$ cat config.mk
export PLATFORM = sky130hd
export DESIGN_NAME = env_shaper
export DESIGN_NICKNAME = d
export VERILOG_FILES = /design/src/rtl/env_pkg.sv /design/src/rtl/env_timer.sv /design/src/rtl/env_level_dp.sv /design/src/rtl/env_shaper.sv
export SDC_FILE = /design/constraint.sdc
export NUM_CORES = 1
export LEC_CHECK = 0
export BUFFER_PORTS_ARGS = -buffer_cell sky130_fd_sc_hd__buf_4
export CAP_MARGIN = 20
export CORE_MARGIN = 2
export CORE_UTILIZATION = 60
export CTS_BUF_LIST = sky130_fd_sc_hd__clkbuf_4 sky130_fd_sc_hd__clkbuf_8
export CTS_CLUSTER_SIZE = 8
export DETAILED_ROUTE_END_ITERATION = 6
export PLACE_DENSITY_LB_ADDON = 0.05
export SKIP_CTS_REPAIR_TIMING = 1
export SYNTH_ARGS = -nofsm -noshare
export SYNTH_HDL_FRONTEND = slang
export SYNTH_HIERARCHICAL = 1
export SYNTH_SLANG_ARGS = --single-unit
$ cat constraint.sdc
create_clock -name clk -period 3.4 [get_ports clk]
set_input_delay 0.68 -clock clk [delete_from_list [all_inputs] [get_ports clk]]
set_output_delay 0.68 -clock clk [all_outputs]
set_load 0.01 [all_outputs]
$ cat src/rtl/env_pkg.sv
package env_pkg;
  localparam int LVL_W   = 4;
  localparam int PRE_W   = 8;
  localparam int BYTE_W  = 8;
  localparam int PER_W   = 2 * BYTE_W;

  // Strobes issued by the timing control to the level datapath
  typedef struct packed {
    logic restart;  // shape write: reload the cycle
    logic step;     // advance the level by one envelope step
  } envStrobe_t;
endpackage

$ cat src/rtl/env_timer.sv
module env_timer
  import env_pkg::*;
#(
  parameter int PRE_BITS = PRE_W,
  parameter int PER_BITS = PER_W
) (
  input  logic                clk,
  input  logic                rst_n,
  input  logic [PER_BITS-1:0] period,
  input  logic                shapeWr,
  output envStrobe_t          strb
);
  localparam logic [PER_BITS-1:0] PER_ONE = PER_BITS'(1);

  logic [PRE_BITS-1:0] preCnt;
  logic [PER_BITS-1:0] perCnt;
  logic [PER_BITS-1:0] periodEff;
  logic                preWrap;
  logic                perHit;

  // A zero period is stretched to one
  assign periodEff = (period == '0) ? PER_ONE : period;
  assign preWrap   = &preCnt;
  assign perHit    = perCnt >= (periodEff - PER_ONE);

  always_ff @(posedge clk or negedge rst_n) begin
    if (!rst_n) begin
      preCnt <= '0;
      perCnt <= '0;
    end else if (shapeWr) begin
      preCnt <= '0;
      perCnt <= '0;
    end else begin
      preCnt <= preCnt + 1'b1;
      if (preWrap) perCnt <= perHit ? '0 : perCnt + 1'b1;
    end
  end

  assign strb.restart = shapeWr;
  assign strb.step    = preWrap && perHit && !shapeWr;

  // steps are at least a full prescaler turn apart
  p_step_gap_r2: assert property (@(posedge clk) disable iff (!rst_n)
    strb.step |=> !strb.step);

  // a restart clears the timing so no step follows at once
  p_restart_quiet_r4: assert property (@(posedge clk) disable iff (!rst_n)
    strb.restart |=> !strb.step);
endmodule

$ cat src/rtl/env_level_dp.sv
module env_level_dp
  import env_pkg::*;
#(
  parameter int LW = LVL_W
) (
  input  logic          clk,
  input  logic          rst_n,
  input  logic [3:0]    shapeBits,
  input  envStrobe_t    strb,
  output logic [LW-1:0] level
);
  localparam logic [LW-1:0] LVL_MAX = {LW{1'b1}};

  logic [3:0] shapeReg;
  logic       goUp;
  logic       frozen;
  logic       atEnd;
  logic       bCont, bAtt, bAlt, bHold;

  assign bCont = shapeReg[3];
  assign bAtt  = shapeBits[2];
  assign bAlt  = shapeReg[1];
  assign bHold = shapeReg[0];
  assign atEnd = goUp ? (level == LVL_MAX) : (level == '0);

  always_ff @(posedge clk or negedge rst_n) begin
    if (!rst_n) begin
      shapeReg <= '0;
      level    <= '0;
      goUp     <= 1'b0;
      frozen   <= 1'b1;
    end else if (strb.restart) begin
      shapeReg <= shapeBits;
      level    <= bAtt ? '0 : LVL_MAX;
      goUp     <= bAtt;
      frozen   <= 1'b0;
    end else if (strb.step && !frozen) begin
      if (!atEnd) begin
        level <= goUp ? level + 1'b1 : level - 1'b1;
      end else if (!bCont) begin
        level  <= '0;
        frozen <= 1'b1;
      end else if (bHold) begin
        level  <= bAlt ? ~level : level;
        frozen <= 1'b1;
      end else if (bAlt) begin
        goUp <= ~goUp;
      end else begin
        level <= goUp ? '0 : LVL_MAX;
      end
    end
  end

  // restart loads the start level chosen by the attack bit
  p_restart_level_r4: assert property (@(posedge clk) disable iff (!rst_n)
    strb.restart |=> level == ($past(shapeBits[2]) ? '0 : LVL_MAX));

  // a frozen envelope keeps its level until a restart
  p_frozen_stable_r6: assert property (@(posedge clk) disable iff (!rst_n)
    (frozen && !strb.restart) |=> $stable(level));

  // a mid-cycle step moves the level by exactly one
  p_single_step_r5: assert property (@(posedge clk) disable iff (!rst_n)
    (strb.step && !strb.restart && !frozen && !atEnd) |=>
      ((level == $past(level) + 1'b1) || (level == $past(level) - 1'b1)));

  // no level change without a step or restart
  p_no_spurious_r5: assert property (@(posedge clk) disable iff (!rst_n)
    (!strb.step && !strb.restart) |=> $stable(level));
endmodule

$ cat src/rtl/env_shaper.sv
module env_shaper
  import env_pkg::*;
#(
  parameter int LW = LVL_W
) (
  input  logic              clk,
  input  logic              rst_n,
  input  logic [BYTE_W-1:0] periodLo,
  input  logic [BYTE_W-1:0] periodHi,
  input  logic [3:0]        shapeBits,
  input  logic              shapeWr,
  output logic [LW-1:0]     envLevel
);
  envStrobe_t strb;

  env_timer #(.PRE_BITS(PRE_W), .PER_BITS(PER_W)) u_timer (
    .clk     (clk),
    .rst_n   (rst_n),
    .period  ({periodHi, periodLo}),
    .shapeWr (shapeWr),
    .strb    (strb)
  );

  env_level_dp #(.LW(LW)) u_dp (
    .clk       (clk),
    .rst_n     (rst_n),
    .shapeBits (shapeBits),
    .strb      (strb),
    .level     (envLevel)
  );
endmodule

==> impl_metrics.ini, run 1 <==
[worst_setup_path]
crit_required_ns = 3.63
reg2reg_to = u_dp/level[3]$_DFFE_PN0P_
crit_path_end_kind = register
r2r_cells = 10
setup.worst_path.end = u_dp/level[3]$_DFFE_PN0P_
rr_startpoint = u_timer/perCnt[13]$_DFFE_PN0P_
startpoint = periodHi[6]
arrival_ns = 4.38
start_kind = input pin
worstPathMaxFanout = 7
worstSetupPathType = in -> reg
r2r_slack_ns = 0.84

[clock_network]
tritoncts = done
cts.path.max_buffers = 2
cts-root-buf = clkbuf_8
clkTransAtPathRegs_ns = 0.08
clock-sinks = 33
cts-buffers-inserted = 5
clk_latency_ns = 0.30
htreeDepth = 2

[final_layout]
diodes = 0
drive_above_1_share = 0.322
n_fill_cell = 243
final_common_cell = buf_4
syn2layout_area_growth_pct = 32.3
fin_area_um2 = 3380
nets = 389
final_cell_mix = buf_4 (57), dfrtp_1 (32), xnor2_1 (23)

[run]
max_cap_violations = 0

[route]
route.final.wire_length_mm = 6.43
num_vias = 2401
firstDrtPassIters = 5
postRouteAntennaNets = 0
drtIter0Drc = 244
wl_per_cell_um = 16.3
viasPerCell = 6.08
drc_errors = 0

[placed_design]
place_ws_ns = -0.985
port_buffers = 26
routabilityCongestion = 0.932
dp_hpwl_mm = 4.37
place_area_um2 = 3080

[sta]
skew_ns = 0.0118
fin_crit_sh = 1.22
setup_slack_ns = -0.751
tns_ns = -9.02
post-route-min-period_ns = 4.15
setup_violations = 22
max_freq_mhz = 241
slew_headroom = 0.420
finalHoldViolations = 0
rsz0062_at_grt = yes
maxSlewViolCount = 0
tightest_slew_ns = 0.859

[power]
p_int_uw = 802
switching_share = 0.268
p_leak_nw = 1.39
vdd_ir_drop_max_mv = 0.270
power_frac_comb = 0.186
total_power_mw = 1.10
power_switching_uw = 293
pwr-share-clk = 0.413
power_density_nw_per_um2 = 324
p_seq_frac = 0.401

[floorplanning]
die_w_um = 69.3
num_rows = 23
dieArea_um2 = 4800
core-area_um2 = 4060
fp.dieH_um = 69.3
start_util = 0.630
ios = 27

[grt]
grt_max_degree = 42
grt_pass1_wl_mm = 10.3
grt_pass1_vias = 2252
grt.overflow.total = 0
antenna_found_initial = 0
grt_usage = 0.262

[yosys]
seq_area_frac_synth = 0.324
synthTopCellsByArea = dfrtp_1 (31%), ha_1 (10%), xnor2_1 (7.9%)
synth_ff_type = dfrtp_1
ys_seq_elements = 33
netlist_instances = 285
syn_area_um2 = 2550
syn_nets = 330
synthArstFlopShare = 1.00
synth_warnings = 6
yosysTopAreaCell = dfrtp_1
ys_types = 57
synth-edff-count = 0
avgSynthCellArea_um2 = 8.96
synth.top_cell.area_share = 0.313

[outcome]
status = finished with violations
violations = negative setup slack

[hold_path]
min_path_type = in -> async
-- metrics by stage --
step           hold WS, ns   util  instances
2_1_floorplan        0.384      -        285
3_3_place_gp         0.477  0.759        381
3_5_place_dp         0.483  0.759        381
4_1_cts              0.322  0.792        389
5_1_grt              0.340  0.833        395
6_report             0.312  0.833        395
-- worst max-delay path: stages --
cell      delay [ns]
buf_6           0.09
or4_4           0.52
and4bb_2        0.35
a31oi_4         0.11
ha_4            0.20
nand2b_4        0.08
nor4_4          0.04
nand2_1         0.10
nor2_1          0.07
xnor2_1         0.13
ha_1            0.27
nand4_1         0.16
nor3_2          0.30
nand3b_1        0.17
nand3_2         0.12
nor3b_4         0.26
nand2b_4        0.11
a21o_1          0.17
a2111o_1        0.36
nand3_1         0.09
-- power by group through the flow --
stage               clock network [mW]  registers [mW]  logic (mW)
floorplan                            0           0.439       0.110
global route                     0.479           0.443       0.224
detailed placement                   0           0.445       0.190
CTS                              0.460           0.438       0.192
global placement                     0           0.444       0.185
finish                           0.453           0.439       0.203
-- how the worst min path moves through the flow --
stage,end,slack [ns]
2_1_floorplan,u_dp/goUp$_DFFE_PN0P_,0.38
3_3_place_gp,u_timer/preCnt[0]$_DFF_PN0_,0.48
6_report,u_dp/shapeReg[3]$_DFFE_PN0P_,0.31
3_5_place_dp,u_timer/preCnt[0]$_DFF_PN0_,0.48
4_1_cts,u_dp/shapeReg[3]$_DFFE_PN0P_,0.32
5_1_grt,u_timer/preCnt[3]$_DFF_PN0_,0.34
-- layer usage --
layer  global-route usage  share of wire  vias to the layer above
li1                     -              -                     1172
met1                0.376           0.46                     1148
met2                0.395           0.48                       71
met3               0.0494          0.044                       10
met4               0.0937          0.014                        0
met5                    0              0                        -
-- layout make-up --
| cell class | instances | area [um2] | share of cell area |
|---|---|---|---|
| flip-flops and latches | 33 | 827 | 0.245 |
| clock buffers | 5 | 68.8 | 0.0204 |
| repair buffers | 63 | 495 | 0.147 |
| well taps | 50 | 62.6 | 0.0185 |
| multi-input cells | 232 | 1820 | 0.540 |
| inverters | 9 | 33.8 | 0.00999 |
| clock inverters | 3 | 68.8 | 0.0204 |
-- synthesized netlist by cell type (6+ instances only) --
library cell	number
nand3_1	10
nor2b_1	7
a21oi_1	13
a31oi_1	6
inv_1	9
nand2_1	19
xnor2_1	23
nand4_1	14
clkbuf_1	7
nor2_1	21
nor3_1	22
dfrtp_1	32
ha_1	21
xor2_1	8
nor4_1	6
-- state kept, by name (all words and copies together), names as in the netlist --
signal          count
u_dp/shapeReg       3
u_timer/perCnt     16
u_timer/preCnt      8
u_dp/level          4
u_dp/frozen         1
u_dp/goUp           1
-- logic make-up after synthesis --
| group | count (synthesis) | synth area share |
|---|---|---|
| AND/OR/NAND/NOR | 129 | 0.277 |
| flip-flops | 33 | 0.324 |
| AO/OA/AOI/OAI | 47 | 0.135 |
| adder cells (fa/ha/maj) | 22 | 0.111 |
| XOR/XNOR | 31 | 0.106 |
| buffers and inverters | 20 | 0.0343 |
| multiplexers | 3 | 0.0132 |
No activity file was read; power rests on OpenSTA's default activity.
==> run 2, diff against run 1 <==
--- a/config.mk
+++ b/config.mk
@@ -13,4 +13,5 @@
 export CTS_CLUSTER_SIZE = 8
 export DETAILED_ROUTE_END_ITERATION = 6
+export GPL_TIMING_DRIVEN = 0
 export PLACE_DENSITY_LB_ADDON = 0.05
 export SKIP_CTS_REPAIR_TIMING = 1
==> constraint.sdc (replaced) <==
create_clock -name clk -period 3.4 [get_ports clk]
set_input_delay 0.68 -clock clk [delete_from_list [all_inputs] [get_ports clk]]
set_output_delay 0.68 -clock clk [all_outputs]
set_load 0.1 [all_outputs]
==> impl_metrics.ini, run 2 (synthesized netlist as in run 1, its figures left out) <==
[sta]
tns_ns = -14.92
tightest_slew_ns = 0.663
max_freq_mhz = 229
finalHoldViolations = 0
rsz0062_at_grt = yes
skew_ns = 0.00905
setup_violations = 22
setup_slack_ns = -0.970
slew_headroom = 0.558
post-route-min-period_ns = 4.37
maxSlewViolCount = 0
fin_crit_sh = 1.29

[final_layout]
diodes = 0
drive_above_1_share = 0.290
final_cell_mix = buf_4 (40), dfrtp_1 (32), xnor2_1 (23)
reg_top3 = u_timer/perCnt (16), u_timer/preCnt (8), u_dp/level (4)
nets = 382
largest_reg_flops = 16
fin_area_um2 = 3320
n_fill_cell = 258
final_common_cell = buf_4
syn2layout_area_growth_pct = 29.8
top_register = u_timer/perCnt
final_util = 0.817

[worst_setup_path]
start_kind = input pin
rr_startpoint = u_timer/perCnt[0]$_DFFE_PN0P_
path_buf_inv = 2
crit_path_end_kind = register
crit_required_ns = 3.63
worstPathMaxFanout = 8
reg2reg_to = u_dp/level[1]$_DFFE_PN0P_
worstSetupPathType = in -> reg
worstPathCellList = buf_6 -> or4_4 -> and4bb_2 -> a31oi_4 -> ha_4 -> nand2b_4 -> nor4_4 -> nand2_2 -> nor4_4 -> xnor2_1 -> ha_1 -> nand4_1 -> nor3_4 -> nand3b_1 -> nand3_2 -> nor3b_4 -> nand2b_1 -> buf_6 -> a21o_1 -> a2111o_1 -> nand3_1
arrival_ns = 4.60
r2r_slack_ns = 0.57
crit_slowest_cell = or4_4
r2r_cells = 12
max_stage_delay_ns = 0.50
worst_path_dominant_cell_family = simple AND/OR/NAND/NOR gates

[grt]
grt_usage = 0.259
antenna_found_initial = 0
grt.overflow.total = 0
grt_pass1_vias = 2202
grt_pass1_wl_mm = 10.2
grt_max_degree = 34

[route]
viasPerCell = 6.44
postRouteAntennaNets = 0
wl_per_cell_um = 18.0
drc_errors = 0
num_vias = 2497
drtIter0Drc = 204
route.final.wire_length_mm = 6.97
firstDrtPassIters = 5

[power]
total_power_mw = 1.13
p_leak_nw = 1.35
vdd_ir_drop_max_mv = 0.332
power_density_nw_per_um2 = 341

[floorplanning]
fp.dieH_um = 69.3
dieArea_um2 = 4800
ios = 27
num_rows = 23
core-area_um2 = 4060
start_util = 0.630
die_w_um = 69.3

[run]
max_cap_violations = 0

[placed_design]
port_buffers = 26
place_area_um2 = 2910
dp_hpwl_mm = 4.16
routabilityCongestion = 0.834

[clock_network]
cts.path.max_buffers = 2
tritoncts = done
clkTransAtPathRegs_ns = 0.08
clock-sinks = 33
clk_latency_ns = 0.29
htreeDepth = 2
cts-buffers-inserted = 5
cts-root-buf = clkbuf_8

[outcome]
violations = negative setup slack
status = finished with violations

[hold_path]
min_path_type = in -> async
run 2: cell count changes in the layout (fill, tap and decap cells not counted), moves of 2 or more:
| cell | change |
|---|---|
| buf_6 | +3 |
| a21oi_2 | +2 |
| buf_4 | -17 |
| a21oi_1 | -2 |
| clkbuf_1 | +7 |
| nor2b_1 | +2 |
run 2: layer usage:
layer	GRT usage	wire (um)	up-vias
li1	-	-	1159
met1	0.376	3010	1207
met2	0.394	3380	117
met3	0.0451	444	14
met4	0.0871	131	0
met5	0	0	-
run 2: cell type report:
cell class / count / area [um2] / area share
Sequential cell: 33 / 827 / 0.249
Inverter: 9 / 33.8 / 0.0102
Multi-Input combinational cell: 232 / 1830 / 0.551
Buffer: 11 / 63.8 / 0.0192
Clock buffer: 5 / 68.8 / 0.0207
Timing Repair Buffer: 45 / 364 / 0.110
Tap cell: 50 / 62.6 / 0.0189
Clock inverter: 3 / 68.8 / 0.0207
run 2: where the power goes:
part / switching [mW] / internal [mW] / total [mW]
combinational: 0.149 / 0.0918 / 0.241
sequential: 0.0290 / 0.409 / 0.438
clock: 0.156 / 0.295 / 0.451
run 2: worst max-delay path by stage:
| stage | from | end | cells past startpoint |
|---|---|---|---|
| after floorplan | periodHi[6] | u_dp/level[3]$_DFFE_PN0P_ | 20 |
| after global routing | periodHi[6] | u_dp/level[3]$_DFFE_PN0P_ | 21 |
| after detailed placement | periodHi[4] | u_dp/level[3]$_DFFE_PN0P_ | 21 |
| after CTS | periodHi[4] | u_dp/level[3]$_DFFE_PN0P_ | 21 |
| final | periodHi[4] | u_dp/level[3]$_DFFE_PN0P_ | 21 |
| after global placement | periodHi[6] | u_dp/level[3]$_DFFE_PN0P_ | 21 |
run 2: through the flow:
step	setup slack [ns]	hold slack, ns	std cells
finish	-0.970	0.324	388
global route	-1.10	0.346	388
CTS	-1.12	0.335	369
detailed placement	-1.40	0.509	361
global placement	-1.31	0.483	361
floorplan	-0.772	0.384	285
==> run 3, diff against run 2 <==
CELL_PAD_IN_SITES_DETAIL_PLACEMENT = 0   (was not set)
CELL_PAD_IN_SITES_GLOBAL_PLACEMENT = 1   (was not set)
CORE_UTILIZATION = 47   (was 60)
==> impl_metrics.ini, run 3 (synthesized netlist as in run 1, its figures left out) <==
[worst_setup_path]
max_stage_delay_ns = 0.37
worstPathMaxFanout = 7
arrival_ns = 4.66
worst_path_dominant_cell_family = simple AND/OR/NAND/NOR gates
crit_path_end_kind = register
crit_required_ns = 3.63
cpMostUsedCell = nor4_4
start_kind = input pin
path_buf_inv = 2
crit_slowest_cell = a2111o_1
worstPathCellList = buf_8 -> or4_4 -> and4bb_2 -> a31oi_4 -> ha_4 -> nand2b_4 -> nor4_4 -> nand2_2 -> nor4_4 -> xnor2_2 -> ha_1 -> nand4_1 -> nor3_4 -> nand3b_1 -> nand3_2 -> nor3b_4 -> nand2b_1 -> buf_6 -> a21o_1 -> a2111o_1 -> nand3_1
worstSetupPathType = in -> reg

[outcome]
status = finished with violations
violations = negative setup slack

[power]
p_leak_nw = 1.30
total_power_mw = 1.07
vdd_ir_drop_max_mv = 0.217
power_density_nw_per_um2 = 326

[floorplanning]
die_w_um = 77.7
ios = 27
dieArea_um2 = 6040
start_util = 0.494
core-area_um2 = 5170
fp.dieH_um = 77.7
num_rows = 26

[final_layout]
reg_top3 = u_timer/perCnt (16), u_timer/preCnt (8), u_dp/level (4)
drive_above_1_share = 0.282
final_common_cell = buf_4
nets = 374
syn2layout_area_growth_pct = 28.4
final_cell_mix = buf_4 (35), dfrtp_1 (32), xnor2_1 (22)
largest_reg_flops = 16
fin_cells = 400
fin_area_um2 = 3280
top_register = u_timer/perCnt
diodes = 0

[clock_network]
tritoncts = done
cts.path.max_buffers = 2
clkTransAtPathRegs_ns = 0.08
clock-sinks = 33
htreeDepth = 2
cts-root-buf = clkbuf_8
cts-buffers-inserted = 5
clk_latency_ns = 0.29

[grt]
antenna_found_initial = 0
grt_usage = 0.206
grt_max_degree = 34
grt_pass1_wl_mm = 10.1
grt_pass1_vias = 2178
grt.overflow.total = 0

[route]
wl_per_cell_um = 14.7
postRouteAntennaNets = 0
firstDrtPassIters = 4
viasPerCell = 5.71
route.final.wire_length_mm = 5.87
num_vias = 2285
drc_errors = 0
drtIter0Drc = 113

[sta]
slew_headroom = 0.583
setup_violations = 22
maxSlewViolCount = 0
fin_crit_sh = 1.30
rsz0062_at_grt = yes
max_freq_mhz = 226
hold-worst-slack_ns = 0.312
finalHoldViolations = 0
post-route-min-period_ns = 4.42
setup_slack_ns = -1.02
tightest_slew_ns = 0.620
skew_ns = 0.0120

[placed_design]
routabilityCongestion = 0.785
dp_hpwl_mm = 4.21
port_buffers = 26
place_area_um2 = 2930
dp.cells = 381

[hold_path]
min_path_type = in -> async

[run]
max_cap_violations = 0
-- run 3: changes by cell type in the layout (fill, tap and decap cells not counted), sizes merged --
cell      delta
bufinv       -1
clkbuf       +1
inv          -1
clkinvlp     +1
buf          -8
-- run 3: layout make-up --
| cell class | instances | area (um2) |
|---|---|---|
| Tap cell | 70 | 87.6 |
| Sequential cell | 33 | 827 |
| Inverter | 9 | 33.8 |
| Timing Repair Buffer | 37 | 304 |
| Clock inverter | 2 | 37.5 |
| Buffer | 11 | 63.8 |
| Clock buffer | 6 | 82.6 |
| Multi-Input combinational cell | 232 | 1840 |
| Fill cell | 462 | 1890 |
-- run 3: layer usage --
layer / routed length [um] / global-route usage
met3: 249 / 0.0372
met2: 2630 / 0.303
met5: 0 / 0
met4: 87 / 0.0643
met1: 2900 / 0.307
-- run 3: report_power, final --
group / internal [mW] / total (mW) / switching (mW)
logic: 0.0938 / 0.240 / 0.146
clock network: 0.238 / 0.393 / 0.154
registers: 0.409 / 0.436 / 0.0271
total: 0.741 / 1.07 / 0.328
-- run 3: per-stage QoR --
stage          TNS (ns)   util  setup slack, ns
2_1_floorplan     -7.00      -           -0.772
3_3_place_gp     -19.91  0.567            -1.39
3_5_place_dp     -19.58  0.567            -1.37
4_1_cts          -13.50  0.590            -1.10
5_1_grt          -19.91  0.634            -1.34
6_report         -14.04  0.634            -1.02
-- run 3: worst paths after layout --
path | from | to | slack (ns) | cells past startpoint
max | periodHi[4] | u_dp/level[3]$_DFFE_PN0P_ | -1.02 | 21
min in group clk | u_timer/preCnt[0]$_DFF_PN0_ | u_timer/preCnt[0]$_DFF_PN0_ | 0.50 | 1
min | rst_n | u_timer/preCnt[2]$_DFF_PN0_ | 0.31 | 1
max reg2reg | u_timer/perCnt[13]$_DFFE_PN0P_ | u_dp/level[3]$_DFFE_PN0P_ | 0.73 | 11
max in group asynchronous | rst_n | u_dp/frozen$_DFFE_PN1P_ | 2.76 | 1
min reg2reg | u_timer/preCnt[0]$_DFF_PN0_ | u_timer/preCnt[0]$_DFF_PN0_ | 0.50 | 1
